==> config.mk <==
export PLATFORM = sky130hd
export DESIGN_NAME = countdown_timer_chan
export DESIGN_NICKNAME = d
export VERILOG_FILES = /design/src/rtl/ctmr_pkg.sv /design/src/rtl/ctmr_prescaler.sv /design/src/rtl/ctmr_counter.sv /design/src/rtl/ctmr_status_irq.sv /design/src/rtl/countdown_timer_chan.sv
export SDC_FILE = /design/constraint.sdc
export NUM_CORES = 1
export LEC_CHECK = 0
export ABC_AREA = 1
export ABC_CLOCK_PERIOD_IN_PS = 2700
export CAP_MARGIN = 20
export CORE_AREA = 5 5 103 125
export DETAILED_ROUTE_END_ITERATION = 16
export DIE_AREA = 0 0 108 130
export PLACE_DENSITY = 0.77
export SETUP_SLACK_MARGIN = 0.15
export SYNTH_ARGS = -nofsm -noshare
export SYNTH_HDL_FRONTEND = slang
export SYNTH_SLANG_ARGS = --single-unit
==> constraint.sdc <==
create_clock -name clk -period 2.7 [get_ports clk]
set_clock_uncertainty 0.2 [all_clocks]
set_input_delay 0.405 -clock clk [delete_from_list [all_inputs] [get_ports clk]]
set_output_delay 0.405 -clock clk [all_outputs]
set_load 0.01 [all_outputs]
==> src/rtl/ctmr_pkg.sv <==
// Shared register indices and control bit positions for the countdown timer.
// Assumes a 32-bit control word with prescale in bits starting at CTRL_PRE_LSB.
package ctmr_pkg;
    typedef enum logic [1:0] {
        IDX_RELOAD = 2'd0,
        IDX_COUNT  = 2'd1,
        IDX_CTRL   = 2'd2,
        IDX_STAT   = 2'd3
    } reg_idx_e;

    localparam int unsigned CTRL_EN_BIT  = 0;
    localparam int unsigned CTRL_AR_BIT  = 1;
    localparam int unsigned CTRL_PRE_LSB = 8;
endpackage

==> src/rtl/ctmr_prescaler.sv <==
// Prescale phase counter: pulses tick once per (div + 1) running cycles.
// Assumes restart and a stopped channel both return the phase to zero.
module ctmr_prescaler #(
    parameter int unsigned PRE_W = 8
) (
    input  logic             clk,
    input  logic             rst_n,
    input  logic             run,
    input  logic             restart,
    input  logic [PRE_W-1:0] div,
    output logic             tick
);
    logic [PRE_W-1:0] phase_q;

    assign tick = run && !restart && (phase_q == div);

    // Advance the phase while running; wrap at div, clear on restart or stop.
    always_ff @(posedge clk) begin
        if (!rst_n) begin
            phase_q <= '0;
        end else if (!run || restart || (phase_q == div)) begin
            phase_q <= '0;
        end else begin
            phase_q <= phase_q + 1'b1;
        end
    end
endmodule

==> src/rtl/ctmr_counter.sv <==
// Down counter with direct write, enable-time fill and expiry reload.
// Assumes tick only arrives while the counter is nonzero.
module ctmr_counter #(
    parameter int unsigned DATA_W = 32
) (
    input  logic              clk,
    input  logic              rst_n,
    input  logic              wr_cnt,
    input  logic [DATA_W-1:0] wr_val,
    input  logic              fill,
    input  logic [DATA_W-1:0] reload_val,
    input  logic              tick,
    input  logic              auto_reload,
    output logic [DATA_W-1:0] cnt_q,
    output logic              expire
);
    localparam logic [DATA_W-1:0] ONE = {{(DATA_W-1){1'b0}}, 1'b1};

    assign expire = tick && (cnt_q == ONE);

    // Update the count: writes first, then enable fill, then a tick.
    always_ff @(posedge clk) begin
        if (!rst_n) begin
            cnt_q <= '0;
        end else if (wr_cnt) begin
            cnt_q <= wr_val;
        end else if (fill) begin
            cnt_q <= reload_val;
        end else if (expire) begin
            cnt_q <= auto_reload ? reload_val : '0;
        end else if (tick) begin
            cnt_q <= cnt_q - ONE;
        end
    end
endmodule

==> src/rtl/ctmr_status_irq.sv <==
// Status flag with write-one-to-clear, plus a rising-edge interrupt pulse.
// Assumes set has priority over clear in the same cycle.
module ctmr_status_irq (
    input  logic clk,
    input  logic rst_n,
    input  logic set,
    input  logic clr,
    output logic status_q,
    output logic irq_q
);
    logic status_nxt;

    assign status_nxt = (status_q && !clr) || set;

    // Hold the flag and pulse irq only on a 0-to-1 change of the flag.
    always_ff @(posedge clk) begin
        if (!rst_n) begin
            status_q <= 1'b0;
            irq_q    <= 1'b0;
        end else begin
            status_q <= status_nxt;
            irq_q    <= status_nxt && !status_q;
        end
    end
endmodule

==> src/rtl/countdown_timer_chan.sv <==
// Countdown timer channel top: register decode, control and read mux.
// Assumes ADDR_W >= 4 and the prescale field fits inside DATA_W.
module countdown_timer_chan #(
    parameter int unsigned DATA_W = 32,
    parameter int unsigned PRE_W  = 8,
    parameter int unsigned ADDR_W = 6
) (
    input  logic              clk,
    input  logic              rst_n,
    input  logic              wr_en,
    input  logic [ADDR_W-1:0] addr,
    input  logic [DATA_W-1:0] wr_data,
    output logic [DATA_W-1:0] rd_data,
    output logic              irq
);
    import ctmr_pkg::*;

    localparam int unsigned IDX_W   = ADDR_W - 2;
    localparam int unsigned PRE_MSB = CTRL_PRE_LSB + PRE_W - 1;

    logic [IDX_W-1:0]  word_idx;
    logic              mapped;
    reg_idx_e          sel;
    logic              wr_reload, wr_count, wr_ctrl, wr_stat;
    logic [DATA_W-1:0] reload_q;
    logic              en_q, ar_q;
    logic [PRE_W-1:0]  pre_q;
    logic [DATA_W-1:0] cnt_q;
    logic              run, tick, expire, fill, status_q;

    assign word_idx  = addr[ADDR_W-1:2];
    assign mapped    = (word_idx >> 2) == '0;
    assign sel       = reg_idx_e'(word_idx[1:0]);
    assign wr_reload = wr_en && mapped && (sel == IDX_RELOAD);
    assign wr_count  = wr_en && mapped && (sel == IDX_COUNT);
    assign wr_ctrl   = wr_en && mapped && (sel == IDX_CTRL);
    assign wr_stat   = wr_en && mapped && (sel == IDX_STAT);

    assign run  = en_q && (cnt_q != '0);
    assign fill = wr_ctrl && wr_data[CTRL_EN_BIT] && !en_q
                  && wr_data[CTRL_AR_BIT] && (cnt_q == '0);

    // Hold the reload value and the control fields.
    always_ff @(posedge clk) begin
        if (!rst_n) begin
            reload_q <= '0;
            en_q     <= 1'b0;
            ar_q     <= 1'b0;
            pre_q    <= '0;
        end else begin
            if (wr_reload) begin
                reload_q <= wr_data;
            end
            if (wr_ctrl) begin
                en_q  <= wr_data[CTRL_EN_BIT];
                ar_q  <= wr_data[CTRL_AR_BIT];
                pre_q <= wr_data[PRE_MSB:CTRL_PRE_LSB];
            end
        end
    end

    ctmr_prescaler #(.PRE_W(PRE_W)) presc_i (
        .clk     (clk),
        .rst_n   (rst_n),
        .run     (run),
        .restart (wr_reload || wr_count),
        .div     (pre_q),
        .tick    (tick)
    );

    ctmr_counter #(.DATA_W(DATA_W)) count_i (
        .clk         (clk),
        .rst_n       (rst_n),
        .wr_cnt      (wr_reload || wr_count),
        .wr_val      (wr_data),
        .fill        (fill),
        .reload_val  (reload_q),
        .tick        (tick),
        .auto_reload (ar_q),
        .cnt_q       (cnt_q),
        .expire      (expire)
    );

    ctmr_status_irq stat_i (
        .clk      (clk),
        .rst_n    (rst_n),
        .set      (expire),
        .clr      (wr_stat && wr_data[0]),
        .status_q (status_q),
        .irq_q    (irq)
    );

    // Select read data for the addressed word; unmapped words read zero.
    always_comb begin
        rd_data = '0;
        if (mapped) begin
            unique case (sel)
                IDX_RELOAD: rd_data = reload_q;
                IDX_COUNT:  rd_data = run ? cnt_q : '0;
                IDX_CTRL: begin
                    rd_data[CTRL_EN_BIT]          = en_q;
                    rd_data[CTRL_AR_BIT]          = ar_q;
                    rd_data[PRE_MSB:CTRL_PRE_LSB] = pre_q;
                end
                IDX_STAT:   rd_data[0] = status_q;
            endcase
        end
    end
endmodule

After elaboration in Yosys (flattened, before gate mapping)
Cells that the tools add are included.

$add $sub $neg: 2. Equal/unequal tests: 5. Multiplexer cells: 12. Bitwise logic cells: 1. Reductions and logical operators: 31.

Operator list (number): 32-bit two-way mux (7); 32-bit by 1-bit equality test with 1-bit output (second input constant) (1); 32-bit zero test (1); 16-bit case mux with 2 select lines (1); 32-bit nonzero test (1); 32-bit by 1-bit subtractor with 32-bit output (second input constant) (1); 8-bit case mux with 3 select lines (1); 1-bit logical AND (16); 6-bit case mux with 2 select lines (1); 8-bit by 1-bit adder with 8-bit output (second input constant) (1); 8-bit equality test (1); 1-bit zero test (5); 2-bit equality test (second input constant) (2); 4-bit zero test (1); 1-bit logical OR (4); 1-bit case mux with 4 select lines (1); 4-bit nonzero test (1); 1-bit case mux with 3 select lines (1); 2-bit by 1-bit equality test with 1-bit output (second input constant) (1); 2-bit zero test (1); 2-bit OR reduction (1); 1-bit NOT (1).

Flip-flop bits (word level): 84. Input bits: 41. Output and inout port bits: 33. Logic and storage cells: 59.

Logic depth before layout (Yosys ltp)
Depth in word-level cells: 11. Depth in mapped cells: 15.

Cells and area by module
From an unflattened synthesis, not the netlist that was laid out.

Cells, all modules: 994. Area total of the unflattened synthesis: 5878.1 µm².

By module, submodules not included: ctmr_counter (instances 1, cells an instance 486, area an instance 2820.2 µm², sequential area each 640.6 µm²); countdown_timer_chan (instances 1, cells an instance 424, area an instance 2501.1 µm², sequential area each 840.8 µm²); ctmr_prescaler (instances 1, cells an instance 75, area an instance 490.5 µm², sequential area each 160.2 µm²); ctmr_status_irq (instances 1, cells an instance 9, area an instance 66.3 µm², sequential area each 40.0 µm²).

Worst setup path after synthesis
OpenSTA, ideal clock, no wires.

Kind: register to output. From: reg count_i.cnt_q[0]. To: out rd_data[10]. Arrival: 1.728 ns. Slack: 0.367 ns. Cell stages (with the launch flop): 13. Buffers on the path: 1. Path through: dfxtp_1 -> inv_1 -> ha_1 -> nand2_1 -> nor2_1 -> nand2_1 -> nor2_1 -> nor2_1 -> nand3_1 -> inv_1 -> buf_2 -> nand2_1 -> a31oi_1.

Word-level cells in the longest chain between the ends: 5.

RTL lines: start: declaration (RTL line ctmr_counter.sv:14) `output logic [DATA_W-1:0] cnt_q,`; start signal: assignment (RTL line ctmr_counter.sv:26) `cnt_q <= wr_val;`; start signal: assignment (RTL line ctmr_counter.sv:28) `cnt_q <= reload_val;`; start signal: assignment (RTL line ctmr_counter.sv:30) `cnt_q <= auto_reload ? reload_val : '0;`; 32-bit nonzero test (RTL line countdown_timer_chan.sv:39) `assign run = en_q && (cnt_q != '0);`; 1-bit logical AND (RTL line countdown_timer_chan.sv:39); 32-bit two-way mux (RTL line countdown_timer_chan.sv:99) `IDX_COUNT: rd_data = run ? cnt_q : '0;`; 8-bit case mux with 3 select lines (RTL line countdown_timer_chan.sv:97) `unique case (sel)`; 32-bit two-way mux (RTL line countdown_timer_chan.sv:96) `if (mapped) begin`; end: declaration (RTL line countdown_timer_chan.sv:13) `output logic [DATA_W-1:0] rd_data,`.

No other way between the ends.

Worst setup path after layout
From: reg count_i.cnt_q[1]. To: out rd_data[9].

Same word-level chain as after synthesis.

==> metrics <==
status=finished, final reports clean; #FFs+latches synth=84; Total Wirelength=18900 um; Achievable Freq=375 MHz; leak pwr=3.43 nW; VDD IR-drop max=0.000338 V; vias in the first global route=5955; Avg Vias per Cell=5.36; TritonCTS clock tree=done; router iterations before antenna repair=5; largest net degree at the start of global routing=35; critical path data arrival time=2.06 ns; critical path type=reg2out; layout cell share with drive strength beyond 1=0.222; CTS root buf=clkbuf_16; Pwr Density=467 mW/mm^2; Placed Instances=1237; Area growth, synth to finish=33.4%; clk slew on worst S/H paths=0.06 ns; Post-Syn Instances=984; Fin. Hold Viols=0; final std cells w/o fill=1262; Starting DRT DRC Count=422; worst hold-check path type=reg2reg; I/O pins=74; Yosys warning count=0; startpoint types=register; first-pass GRT wire length=28800 um; Nets=1145; hold slack=0.276 ns; Final min period=2.67 ns; Longest Clk Path Bufs=2; most frequent cells in the layout=253 x nand2_1, 103 x inv_1, 89 x a21oi_1; final period utilization=0.987; clock buffer count from CTS=9; Seq/Total Area, Yosys=0.288; Core Rows=43; Die Ht=130 um; setup ws final=0.0340 ns; Port Buf Inserts=71; relative slew slack=0.657; pre-CTS WS=-0.177 ns; synth unique cells=30; # setup viols final=0; clk sinks=84; Max FO, Critical Path=8; ant diodes=0; DRC=0; Avg Synthesized Cell Area=5.93 sq um; CORE AREA=0.0114 sq mm; post-synthesis cell area=0.00583 sq mm; Die ar.=0.0140 sq mm; RSZ-0062 raised after global routing=true; fin. max-slew vios=0; Initial Utilization=0.511; CP endpoint kind=output pin; Critical Path RT=2.10 ns; HPWL after DPL=12600 um; max-cap violations=0; antenna viol nets, final=0; Worst Max-Slew Pin Slew=0.514 ns; GPL Wtd Cong=0.963; die width=108 um; initial antenna violation count=0; GRT Overall Usage=0.254; Max H-tree Level=3; wire per inst=15.0 um; leading cell type in the layout, fill and taps excluded=nand2_1; via count=6766; clk_lat worst skew=0.34 ns; post-synth net total=1029; grt ovf=0
[final timing paths]
kind	from	slack, ns	cells after the start	to
max	count_i.cnt_q[1]$_SDFFE_PN0P_	0.03	13	rd_data[9]
min	stat_i.status_q$_SDFF_PN0_	0.28	1	stat_i.irq_q$_SDFF_PN0_
max reg2reg	count_i.cnt_q[1]$_SDFFE_PN0P_	0.25	14	count_i.cnt_q[30]$_SDFFE_PN0P_
min reg2reg	stat_i.status_q$_SDFF_PN0_	0.28	1	stat_i.irq_q$_SDFF_PN0_
[state kept, by name, indices dropped and copies added (netlist names)]
name and count:
stat_i.status_q 1, en_q 1, stat_i.irq_q 1, pre_q 8, reload_q 32, ar_q 1, count_i.cnt_q 32, presc_i.phase_q 8
[layer usage]
metal  GRT usage  vias to the layer above  part of all wire
li1            -                     3365                 -
met1       0.326                     3069              0.42
met2       0.432                      293              0.48
met3      0.0401                       39             0.074
met4      0.0921                        0             0.026
met5           0                        -                 0
[Yosys cell counts]
cell type / n / area (sq um)
nand2_1: 273 / 1020
inv_1: 106 / 398
a21oi_1: 96 / 480
dfxtp_1: 84 / 1680
nand3_1: 84 / 420
o21ai_0: 81 / 405
nor2_1: 80 / 300
clkbuf_1: 40 / 150
or2_2: 28 / 175
o21ai_1: 25 / 125
xor2_1: 20 / 175
xnor2_1: 14 / 123
buf_2: 11 / 55.1
a31oi_1: 9 / 56.3
ha_1: 4 / 50.1
inv_2: 4 / 15.0
buf_1: 3 / 11.3
nand4_1: 3 / 18.8
nor2_2: 3 / 18.8
nor3_1: 3 / 15.0
buf_6: 2 / 22.5
nor2_4: 2 / 22.5
nor3b_1: 2 / 15.0
a41oi_1: 1 / 8.76
and2_1: 1 / 6.26
nand3b_1: 1 / 7.51
nand4_4: 1 / 21.3
nor3_2: 1 / 10.0
nor4_1: 1 / 6.26
o211ai_2: 1 / 12.5
[final cells by class]
cell class	count	area (sq um)
clock buffers	10	239
clock inverters	6	63.8
fillers	1007	3630
inverters	110	418
multi-input cells	734	3780
flip-flops and latches	84	1690
well taps	157	196
repair buffers	161	1390
[critical path: stages (launching register included)]
cell and delay, ns:
dfxtp_2 0.34, inv_2 0.05, ha_4 0.16, nand2_4 0.07, nor2_4 0.04, nand2_2 0.07
nor2_2 0.04, nor2_2 0.13, nand3_2 0.12, clkinv_4 0.12, buf_8 0.16, nand2_2 0.06
a31oi_1 0.18, buf_2 0.17
[cells by family after synthesis]
kind of cell,synth area share
adders and majority gates,0.00858
xor gates and xnor gates,0.0511
and+or+nand+nor,0.354
AOI/OAI and AO/OA,0.187
buffers and inverters,0.112
DFF,0.288
[what timing repair did]
item / 4_1_cts / 5_1_grt
setup buffers: 2 / 4
hold buffers: 0 / 0
gates resized for setup: 150 / 65
pin swaps: 9 / 19
cloned: 0 / 3
endpoints found under the setup margin: 32 / 64
[report_power, final]
| part | internal, mW | switching (mW) |
|---|---|---|
| Combinational | 0.441 | 0.610 |
| Clock | 0.741 | 0.536 |
| Sequential | 1.28 | 0.0289 |
| Total | 2.46 | 1.17 |
[per-stage QoR]
stage	power, mW	cell area [sq um]	utilization	setup TNS [ns]
floorplan	1.97	5830	-	0
global placement	2.27	7210	0.632	-2.79
detailed placement	2.29	7210	0.632	-3.64
CTS	3.56	7430	0.652	0
global route	3.82	7780	0.682	-0.205
finish	3.63	7780	0.682	0
No activity file was read; power rests on OpenSTA's default activity.
